File: src/rtl/simd_mac_pkg.sv
package simd_mac_pkg;

    localparam int DEF_A_W = 25;
    localparam int DEF_B_W = 18;
    localparam int DEF_P_W = 48;
    localparam int N_SEG   = 4;

    typedef enum logic [1:0] {
        LN_ONE  = 2'b00,
        LN_TWO  = 2'b01,
        LN_FOUR = 2'b10,
        LN_ALT  = 2'b11
    } lane_e;

    typedef enum logic [4:0] {
        OP_ADD    = 5'd0,
        OP_SUB    = 5'd1,
        OP_ACC    = 5'd2,
        OP_ACCSUB = 5'd3,
        OP_LOAD   = 5'd4,
        OP_UP     = 5'd5,
        OP_DOWN   = 5'd6,
        OP_AND    = 5'd16,
        OP_OR     = 5'd17,
        OP_XOR    = 5'd18,
        OP_NAND   = 5'd19,
        OP_NOR    = 5'd20,
        OP_XNOR   = 5'd21,
        OP_ANDN   = 5'd22,
        OP_ORN    = 5'd23,
        OP_NOTX   = 5'd24,
        OP_PASSX  = 5'd25
    } op_e;

    typedef struct packed {
        logic  valid;
        op_e   op;
        lane_e lane;
        logic  use_mult;
        logic  pre_en;
    } ctrl_t;

    // True when segment seg is the most significant segment of its lane.
    function automatic logic lane_top(lane_e lm, int seg, int n_seg);
        case (lm)
            LN_FOUR: return 1'b1;
            LN_TWO:  return (seg == n_seg / 2 - 1) || (seg == n_seg - 1);
            default: return (seg == n_seg - 1);
        endcase
    endfunction

    function automatic logic is_logic_op(op_e op);
        return (op >= OP_AND) && (op <= OP_PASSX);
    endfunction

endpackage

File: src/rtl/simd_premult.sv
module simd_premult
    import simd_mac_pkg::*;
#(
    parameter int A_W = DEF_A_W,
    parameter int B_W = DEF_B_W,
    parameter int P_W = DEF_P_W
) (
    input  logic [A_W-1:0] a_i,
    input  logic [A_W-1:0] d_i,
    input  logic [B_W-1:0] b_i,
    input  logic           pre_en_i,
    output logic [P_W-1:0] prod_o
);
    localparam int PR_W = A_W + B_W;

    logic [A_W-1:0]         pre_sum;
    logic signed [A_W-1:0]  pre_s;
    logic signed [B_W-1:0]  b_s;
    logic signed [PR_W-1:0] prod_s;

    always_comb begin
        pre_sum = a_i + d_i;
        pre_s   = pre_en_i ? signed'(pre_sum) : signed'(a_i);
        b_s     = signed'(b_i);
        prod_s  = pre_s * b_s;
        prod_o  = P_W'(prod_s);
    end

endmodule

File: src/rtl/simd_seg_addsub.sv
module simd_seg_addsub
    import simd_mac_pkg::*;
#(
    parameter int P_W   = DEF_P_W,
    parameter int N_SG  = N_SEG
) (
    input  logic [P_W-1:0]  lhs_i,
    input  logic [P_W-1:0]  rhs_i,
    input  logic            sub_i,
    input  lane_e           lane_i,
    output logic [P_W-1:0]  sum_o,
    output logic [N_SG-1:0] cout_o
);
    localparam int SEG_W = P_W / N_SG;

    logic [P_W-1:0]  rhs_m;
    logic [N_SG:1]   chain;
    logic [N_SG-1:0] cin;

    assign rhs_m = sub_i ? ~rhs_i : rhs_i;

    for (genvar g = 0; g < N_SG; g++) begin : g_seg
        if (g == 0) begin : g_first
            assign cin[g] = sub_i;
        end else begin : g_rest
            assign cin[g] = lane_top(lane_i, g - 1, N_SG) ? sub_i : chain[g];
        end
        assign {chain[g+1], sum_o[g*SEG_W +: SEG_W]} =
            {1'b0, lhs_i[g*SEG_W +: SEG_W]} +
            {1'b0, rhs_m[g*SEG_W +: SEG_W]} +
            {{SEG_W{1'b0}}, cin[g]};
        assign cout_o[g] = lane_top(lane_i, g, N_SG) ? chain[g+1] : 1'b0;
    end

endmodule

File: src/rtl/simd_logic_unit.sv
module simd_logic_unit
    import simd_mac_pkg::*;
#(
    parameter int P_W = DEF_P_W
) (
    input  op_e            op_i,
    input  logic [P_W-1:0] x_i,
    input  logic [P_W-1:0] y_i,
    output logic [P_W-1:0] z_o
);
    always_comb begin
        case (op_i)
            OP_AND:   z_o = x_i & y_i;
            OP_OR:    z_o = x_i | y_i;
            OP_XOR:   z_o = x_i ^ y_i;
            OP_NAND:  z_o = ~(x_i & y_i);
            OP_NOR:   z_o = ~(x_i | y_i);
            OP_XNOR:  z_o = ~(x_i ^ y_i);
            OP_ANDN:  z_o = x_i & ~y_i;
            OP_ORN:   z_o = x_i | ~y_i;
            OP_NOTX:  z_o = ~x_i;
            OP_PASSX: z_o = x_i;
            default:  z_o = '0;
        endcase
    end

endmodule

File: src/rtl/simd_mac_slice.sv
module simd_mac_slice
    import simd_mac_pkg::*;
#(
    parameter int A_W = DEF_A_W,
    parameter int B_W = DEF_B_W,
    parameter int P_W = DEF_P_W
) (
    input  logic              clk,
    input  logic              rst,
    input  logic              in_valid,
    input  logic [4:0]        opcode,
    input  logic [1:0]        lane_mode,
    input  logic              use_mult,
    input  logic              pre_en,
    input  logic [A_W-1:0]    in_a,
    input  logic [A_W-1:0]    in_d,
    input  logic [B_W-1:0]    in_b,
    input  logic [P_W-1:0]    in_x,
    input  logic [P_W-1:0]    in_y,
    output logic              out_valid,
    output logic [P_W-1:0]    out_p,
    output logic [N_SEG-1:0]  out_carry
);
    localparam int SEG_W = P_W / N_SEG;

    // stage 1: input registers
    ctrl_t          s1_ctrl;
    logic [A_W-1:0] s1_a, s1_d;
    logic [B_W-1:0] s1_b;
    logic [P_W-1:0] s1_x, s1_y;

    // stage 2: product register
    ctrl_t          s2_ctrl;
    logic [P_W-1:0] s2_prod, s2_x, s2_y;

    // stage 3: accumulator / result
    logic [P_W-1:0]   p_q;
    logic [N_SEG-1:0] c_q;
    logic             v_q;

    logic [P_W-1:0]   prod_c;
    logic [P_W-1:0]   opx, lhs, rhs, sum, lz, ones;
    logic [N_SEG-1:0] cout;
    logic             sub;
    logic [P_W-1:0]   p_nxt;
    logic [N_SEG-1:0] c_nxt;

    always_ff @(posedge clk) begin
        if (rst) begin
            s1_ctrl <= '0;
            s1_a    <= '0;
            s1_d    <= '0;
            s1_b    <= '0;
            s1_x    <= '0;
            s1_y    <= '0;
        end else begin
            s1_ctrl.valid    <= in_valid;
            s1_ctrl.op       <= op_e'(opcode);
            s1_ctrl.lane     <= lane_e'(lane_mode);
            s1_ctrl.use_mult <= use_mult;
            s1_ctrl.pre_en   <= pre_en;
            s1_a             <= in_a;
            s1_d             <= in_d;
            s1_b             <= in_b;
            s1_x             <= in_x;
            s1_y             <= in_y;
        end
    end

    simd_premult #(.A_W(A_W), .B_W(B_W), .P_W(P_W)) u_mult (
        .a_i      (s1_a),
        .d_i      (s1_d),
        .b_i      (s1_b),
        .pre_en_i (s1_ctrl.pre_en),
        .prod_o   (prod_c)
    );

    always_ff @(posedge clk) begin
        if (rst) begin
            s2_ctrl <= '0;
            s2_prod <= '0;
            s2_x    <= '0;
            s2_y    <= '0;
        end else begin
            s2_ctrl <= s1_ctrl;
            s2_prod <= prod_c;
            s2_x    <= s1_x;
            s2_y    <= s1_y;
        end
    end

    // one in the least significant bit of every lane
    always_comb begin
        ones = '0;
        for (int i = 0; i < N_SEG; i++) begin
            if (i == 0 || lane_top(s2_ctrl.lane, i - 1, N_SEG))
                ones[i*SEG_W] = 1'b1;
        end
    end

    assign opx = s2_ctrl.use_mult ? s2_prod : s2_x;

    always_comb begin
        lhs = opx;
        rhs = s2_y;
        sub = 1'b0;
        case (s2_ctrl.op)
            OP_SUB:    sub = 1'b1;
            OP_ACC:    begin lhs = p_q; rhs = opx; end
            OP_ACCSUB: begin lhs = p_q; rhs = opx; sub = 1'b1; end
            OP_UP:     begin lhs = p_q; rhs = ones; end
            OP_DOWN:   begin lhs = p_q; rhs = ones; sub = 1'b1; end
            default:   ;
        endcase
    end

    simd_seg_addsub #(.P_W(P_W), .N_SG(N_SEG)) u_add (
        .lhs_i  (lhs),
        .rhs_i  (rhs),
        .sub_i  (sub),
        .lane_i (s2_ctrl.lane),
        .sum_o  (sum),
        .cout_o (cout)
    );

    simd_logic_unit #(.P_W(P_W)) u_logic (
        .op_i (s2_ctrl.op),
        .x_i  (opx),
        .y_i  (s2_y),
        .z_o  (lz)
    );

    always_comb begin
        case (s2_ctrl.op)
            OP_ADD, OP_SUB, OP_ACC, OP_ACCSUB, OP_UP, OP_DOWN: begin
                p_nxt = sum;
                c_nxt = cout;
            end
            OP_LOAD: begin
                p_nxt = opx;
                c_nxt = '0;
            end
            default: begin
                if (is_logic_op(s2_ctrl.op)) begin
                    p_nxt = lz;
                    c_nxt = '0;
                end else begin
                    p_nxt = p_q;
                    c_nxt = c_q;
                end
            end
        endcase
    end

    always_ff @(posedge clk) begin
        if (rst) begin
            p_q <= '0;
            c_q <= '0;
            v_q <= 1'b0;
        end else begin
            v_q <= s2_ctrl.valid;
            if (s2_ctrl.valid) begin
                p_q <= p_nxt;
                c_q <= c_nxt;
            end
        end
    end

    assign out_valid = v_q;
    assign out_p     = p_q;
    assign out_carry = c_q;

endmodule

File: config.mk
export PLATFORM = sky130hd
export DESIGN_NAME = simd_mac_slice
export DESIGN_NICKNAME = d
export VERILOG_FILES = /design/src/rtl/simd_mac_pkg.sv /design/src/rtl/simd_premult.sv /design/src/rtl/simd_seg_addsub.sv /design/src/rtl/simd_logic_unit.sv /design/src/rtl/simd_mac_slice.sv
export SDC_FILE = /design/constraint.sdc
export NUM_CORES = 2
export LEC_CHECK = 0
export BUFFER_PORTS_ARGS = -buffer_cell sky130_fd_sc_hd__clkbuf_2
export CORE_AREA = 2 2 291 408
export DETAILED_ROUTE_END_ITERATION = 10
export DIE_AREA = 0 0 293 410
export PLACE_DENSITY = 0.53
export SYNTH_ARGS = -nofsm -noshare
export SYNTH_HDL_FRONTEND = slang
export SYNTH_SLANG_ARGS = --single-unit
File: constraint.sdc
create_clock -name clk -period 17 [get_ports clk]
set_input_delay 1.7 -clock clk [delete_from_list [all_inputs] [get_ports clk]]
set_output_delay 1.7 -clock clk [all_outputs]
set_load 0.01 [all_outputs]
==> summary.txt <==
Drt
  • Via count: 29350
  • Initial DRC count: 1643
  • Antenna viol nets, final: 0
  • Residual DRC count: 0
  • WL/cell: 19.93 µm
  • Wirelength, routed: 116.3 mm
  • Drt via density: 5.029
  • DRT Pass-1 Iters: 5

Clocking
  • H-tree depth: 2
  • CTS sink cnt: 375
  • TritonCTS clock tree: built
  • Clock Tree Root: clkbuf_16
  • Clock-pin slew on the worst setup and hold paths: 0.07 ns
  • Total CTS buffers: 44
  • Post-CTS resize count: 0
  • Worst skew pair latency: 0.64 ns
  • CTS Hold Bufs: 0
  • Setup bufs post-CTS: 0
  • CTS Buffer Depth: 3

Floorplanning
  • IO Count: 229
  • Die width: 293 µm
  • Initial core utilization: 31.70%
  • Core footprint: 0.1169 mm²
  • Die ar.: 0.1201 mm²
  • Placement Rows: 149
  • Die height: 410 µm

Timing
  • Final Cycle Share: 80.23%
  • Fin Clk Skew: 0.03407 ns
  • Final Max Slew Viols: 0
  • Fin crit period: 13.64 ns
  • Slew headroom: 14.84%
  • Final setup vio count: 0
  • Fin Setup TNS: 0 ns
  • Unrepaired setup endpoints after global routing: false
  • Slew @ Worst Pin: 1.273 ns
  • Final hold vios: 0
  • Worst hold slack: 0.4228 ns
  • Max frequency: 0.07332 GHz

Synth
  • Number of synthesized flops with an enable pin: 0
  • Cell type contributing the most total cell area after synthesis: fa_1
  • Syn nets: 5178
  • Ranking of synthesized cells by area: fa_1, dfxtp_1, ha_1
  • Ys Warns: 0
  • Most common cell in the netlist: inv_1
  • Adder-Cell Fraction of Synth Area: 36.70%
  • Synth cell types: 81
  • Synth Flop Type: dfxtp_1
  • Area share of the largest cell type after synthesis: 24.31%
  • Syn avg cell area: 8.854 µm²
  • Simple-gate portion of the synthesized area: 17.50%
  • Cell Area, Synth: 0.03706 mm²
  • Compound-Gate Fraction of Synth Area: 12.05%
  • Largest family of logic cells by synthesized area: adder cells
  • Top cells by instance count after synthesis: inv_1, nand2_1, fa_1
  • Register area share after synthesis: 20.26%
  • Synth async-reset ratio: 0%
  • Xor-xnor portion of the synthesized cell area: 3.447%
  • Mux cell area share after synthesis: 2.114%
  • Mapped Cells: 4185
  • Flops & latches, synth: 375

Critical path
  • CP max FO: 39
  • CP required: 17.56 ns
  • Crit path kind: reg -> reg
  • CP peak stage delay: 0.67 ns
  • Worst setup EP type: flip-flop
  • Worst path slowest cell: dfxtp_2
  • Worst EP arrival: 14.20 ns
  • Worst setup SP type: flip-flop
  • CP most frequent cell: a21oi_1

Power and ir drop
  • Pwr/cell area: 111.9 mW/mm²
  • Sw Ratio: 42.84%
  • Sequential power share: 21.9%
  • Clock share of power: 23.0%
  • Int Pwr: 2.644 mW
  • Combinational Power Share: 55.1%
  • Total power: 4.626 mW
  • Highest ir drop seen on vdd: 0.09818 mV
  • P_sw: 1.982 mW
  • Pleak: 18.51 nW

Global route
  • Pin count of the biggest net entering global routing: 156
  • First-pass GRT wire length: 179.2 mm
  • Grt ovf: 0
  • Vias in the first global route: 30830
  • Global Route Usage Sum: 19.37%
  • Initial antenna violation count: 4

Finish
  • Post-route cell area: 0.04134 mm²
  • Antenna fix cells: 0
  • Layout area overhead: 11.57%
  • Share of layout cells above drive strength 1: 10.12%
  • Nets: 5285

Placement
  • Placed Area: 0.03974 mm²
  • Hpwl dp: 85.55 mm
  • PortBufs: 228
  • Gpl congestion: 0.8835

Run status
  • Outcome: finished, final reports clean

Min path
  • Type of the worst min-delay path: reg -> reg

Flow run
  • Max-Cap Viols: 0
==> through the flow <==
stage / std cells / utilization (%) / setup WS, ns
6_report: 5836 / 35.37 / 3.362
5_1_grt: 5836 / 35.37 / 2.345
4_1_cts: 5836 / 35.37 / 3.302
3_5_place_dp: 5756 / 34.00 / 3.348
3_3_place_gp: 5756 / 34.00 / 3.467
2_1_floorplan: 4185 / - / 5.190
==> power groups by stage <==
| stage | sequential [mW] | clock (mW) | combinational (mW) |
|---|---|---|---|
| after CTS | 1.01 | 1.10 | 2.56 |
| after global routing | 1.02 | 1.13 | 2.89 |
| after global placement | 1.03 | 0 | 2.53 |
| after floorplan | 1.01 | 0 | 1.87 |
| after detailed placement | 1.03 | 0 | 2.55 |
| final | 1.01 | 1.06 | 2.55 |
==> final timing paths <==
check	from	endpoint	slack, ns	cells after the start
hold / removal	s1_x[43]	s2_x[43]	0.42	1
hold reg to reg	s1_x[43]	s2_x[43]	0.42	1
setup / recovery	s2_ctrl[4]	out_p[46]	3.36	51
setup reg to reg	s2_ctrl[4]	out_p[46]	3.36	51
==> cells by family after synthesis <==
kind of cell               count (synthesis)
AOI/OAI and AO/OA                        668
adders and majority gates                817
and+or+nand+nor                         1330
xor gates and xnor gates                 145
muxes                                     74
buffers and inverters                    776
DFF                                      375
==> sequential cells by signal, summed over array words and instances, names as in the netlist, 25 cells and up <==
name and count:
out_p 48, s2_x 48, s1_y 48, s2_y 48
s1_a 25, s1_x 48, s2_prod 43, s1_d 25
==> worst max-delay path: cells and delay by family (launching register included) <==
kind	cells	cell delay (ns)
and+or+nand+nor	6	1.18
DFF	1	0.67
adders and majority gates	7	3.38
muxes	2	0.37
xor gates and xnor gates	2	0.30
buffers and inverters	1	0.49
AOI/OAI and AO/OA	33	7.18
==> per-layer routing <==
layer | global-route usage, % | vias up | part of all wire (%)
li1 | - | 13690 | -
met1 | 23.02 | 14540 | 40
met2 | 34.79 | 889 | 50
met3 | 2.539 | 240 | 5.0
met4 | 8.285 | 0 | 4.7
met5 | 0 | - | 0
==> cell type report <==
type	instances	area (µm²)
Fill cell	12050	75550
Multi-Input combinational cell	3034	26690
Sequential cell	375	7511
Inverter	553	2076
Tap cell	1510	1889
Timing Repair Buffer	284	1572
Clock buffer	54	1210
Clock inverter	26	392.9
==> layout by cell type, fill, tap and decap left out, types with 19 or more instances in the layout <==
| master | netlist | routed |
|---|---|---|
| a2111oi_0 | 20 | 20 |
| a21o_1 | 37 | 37 |
| a21oi_1 | 180 | 178 |
| a221oi_1 | 49 | 49 |
| a22oi_1 | 49 | 49 |
| and2_1 | 128 | 128 |
| buf_4 | 1 | 56 |
| clkbuf_16 | 0 | 45 |
| clkbuf_2 | 0 | 227 |
| dfxtp_1 | 375 | 372 |
| fa_1 | 450 | 450 |
| ha_1 | 367 | 367 |
| inv_1 | 553 | 553 |
| mux2i_1 | 55 | 54 |
| nand2_1 | 466 | 465 |
| nand3_1 | 26 | 25 |
| nor2_1 | 246 | 244 |
| nor2b_1 | 311 | 310 |
| nor3_1 | 55 | 54 |
| o2111ai_1 | 22 | 22 |
| o21ai_0 | 121 | 121 |
| o21bai_1 | 19 | 19 |
| o221ai_1 | 25 | 25 |
| o22ai_1 | 34 | 32 |
| or2_2 | 23 | 23 |
| xnor2_1 | 118 | 118 |
| xor2_1 | 26 | 26 |
Power figures use the tool's default switching activity.
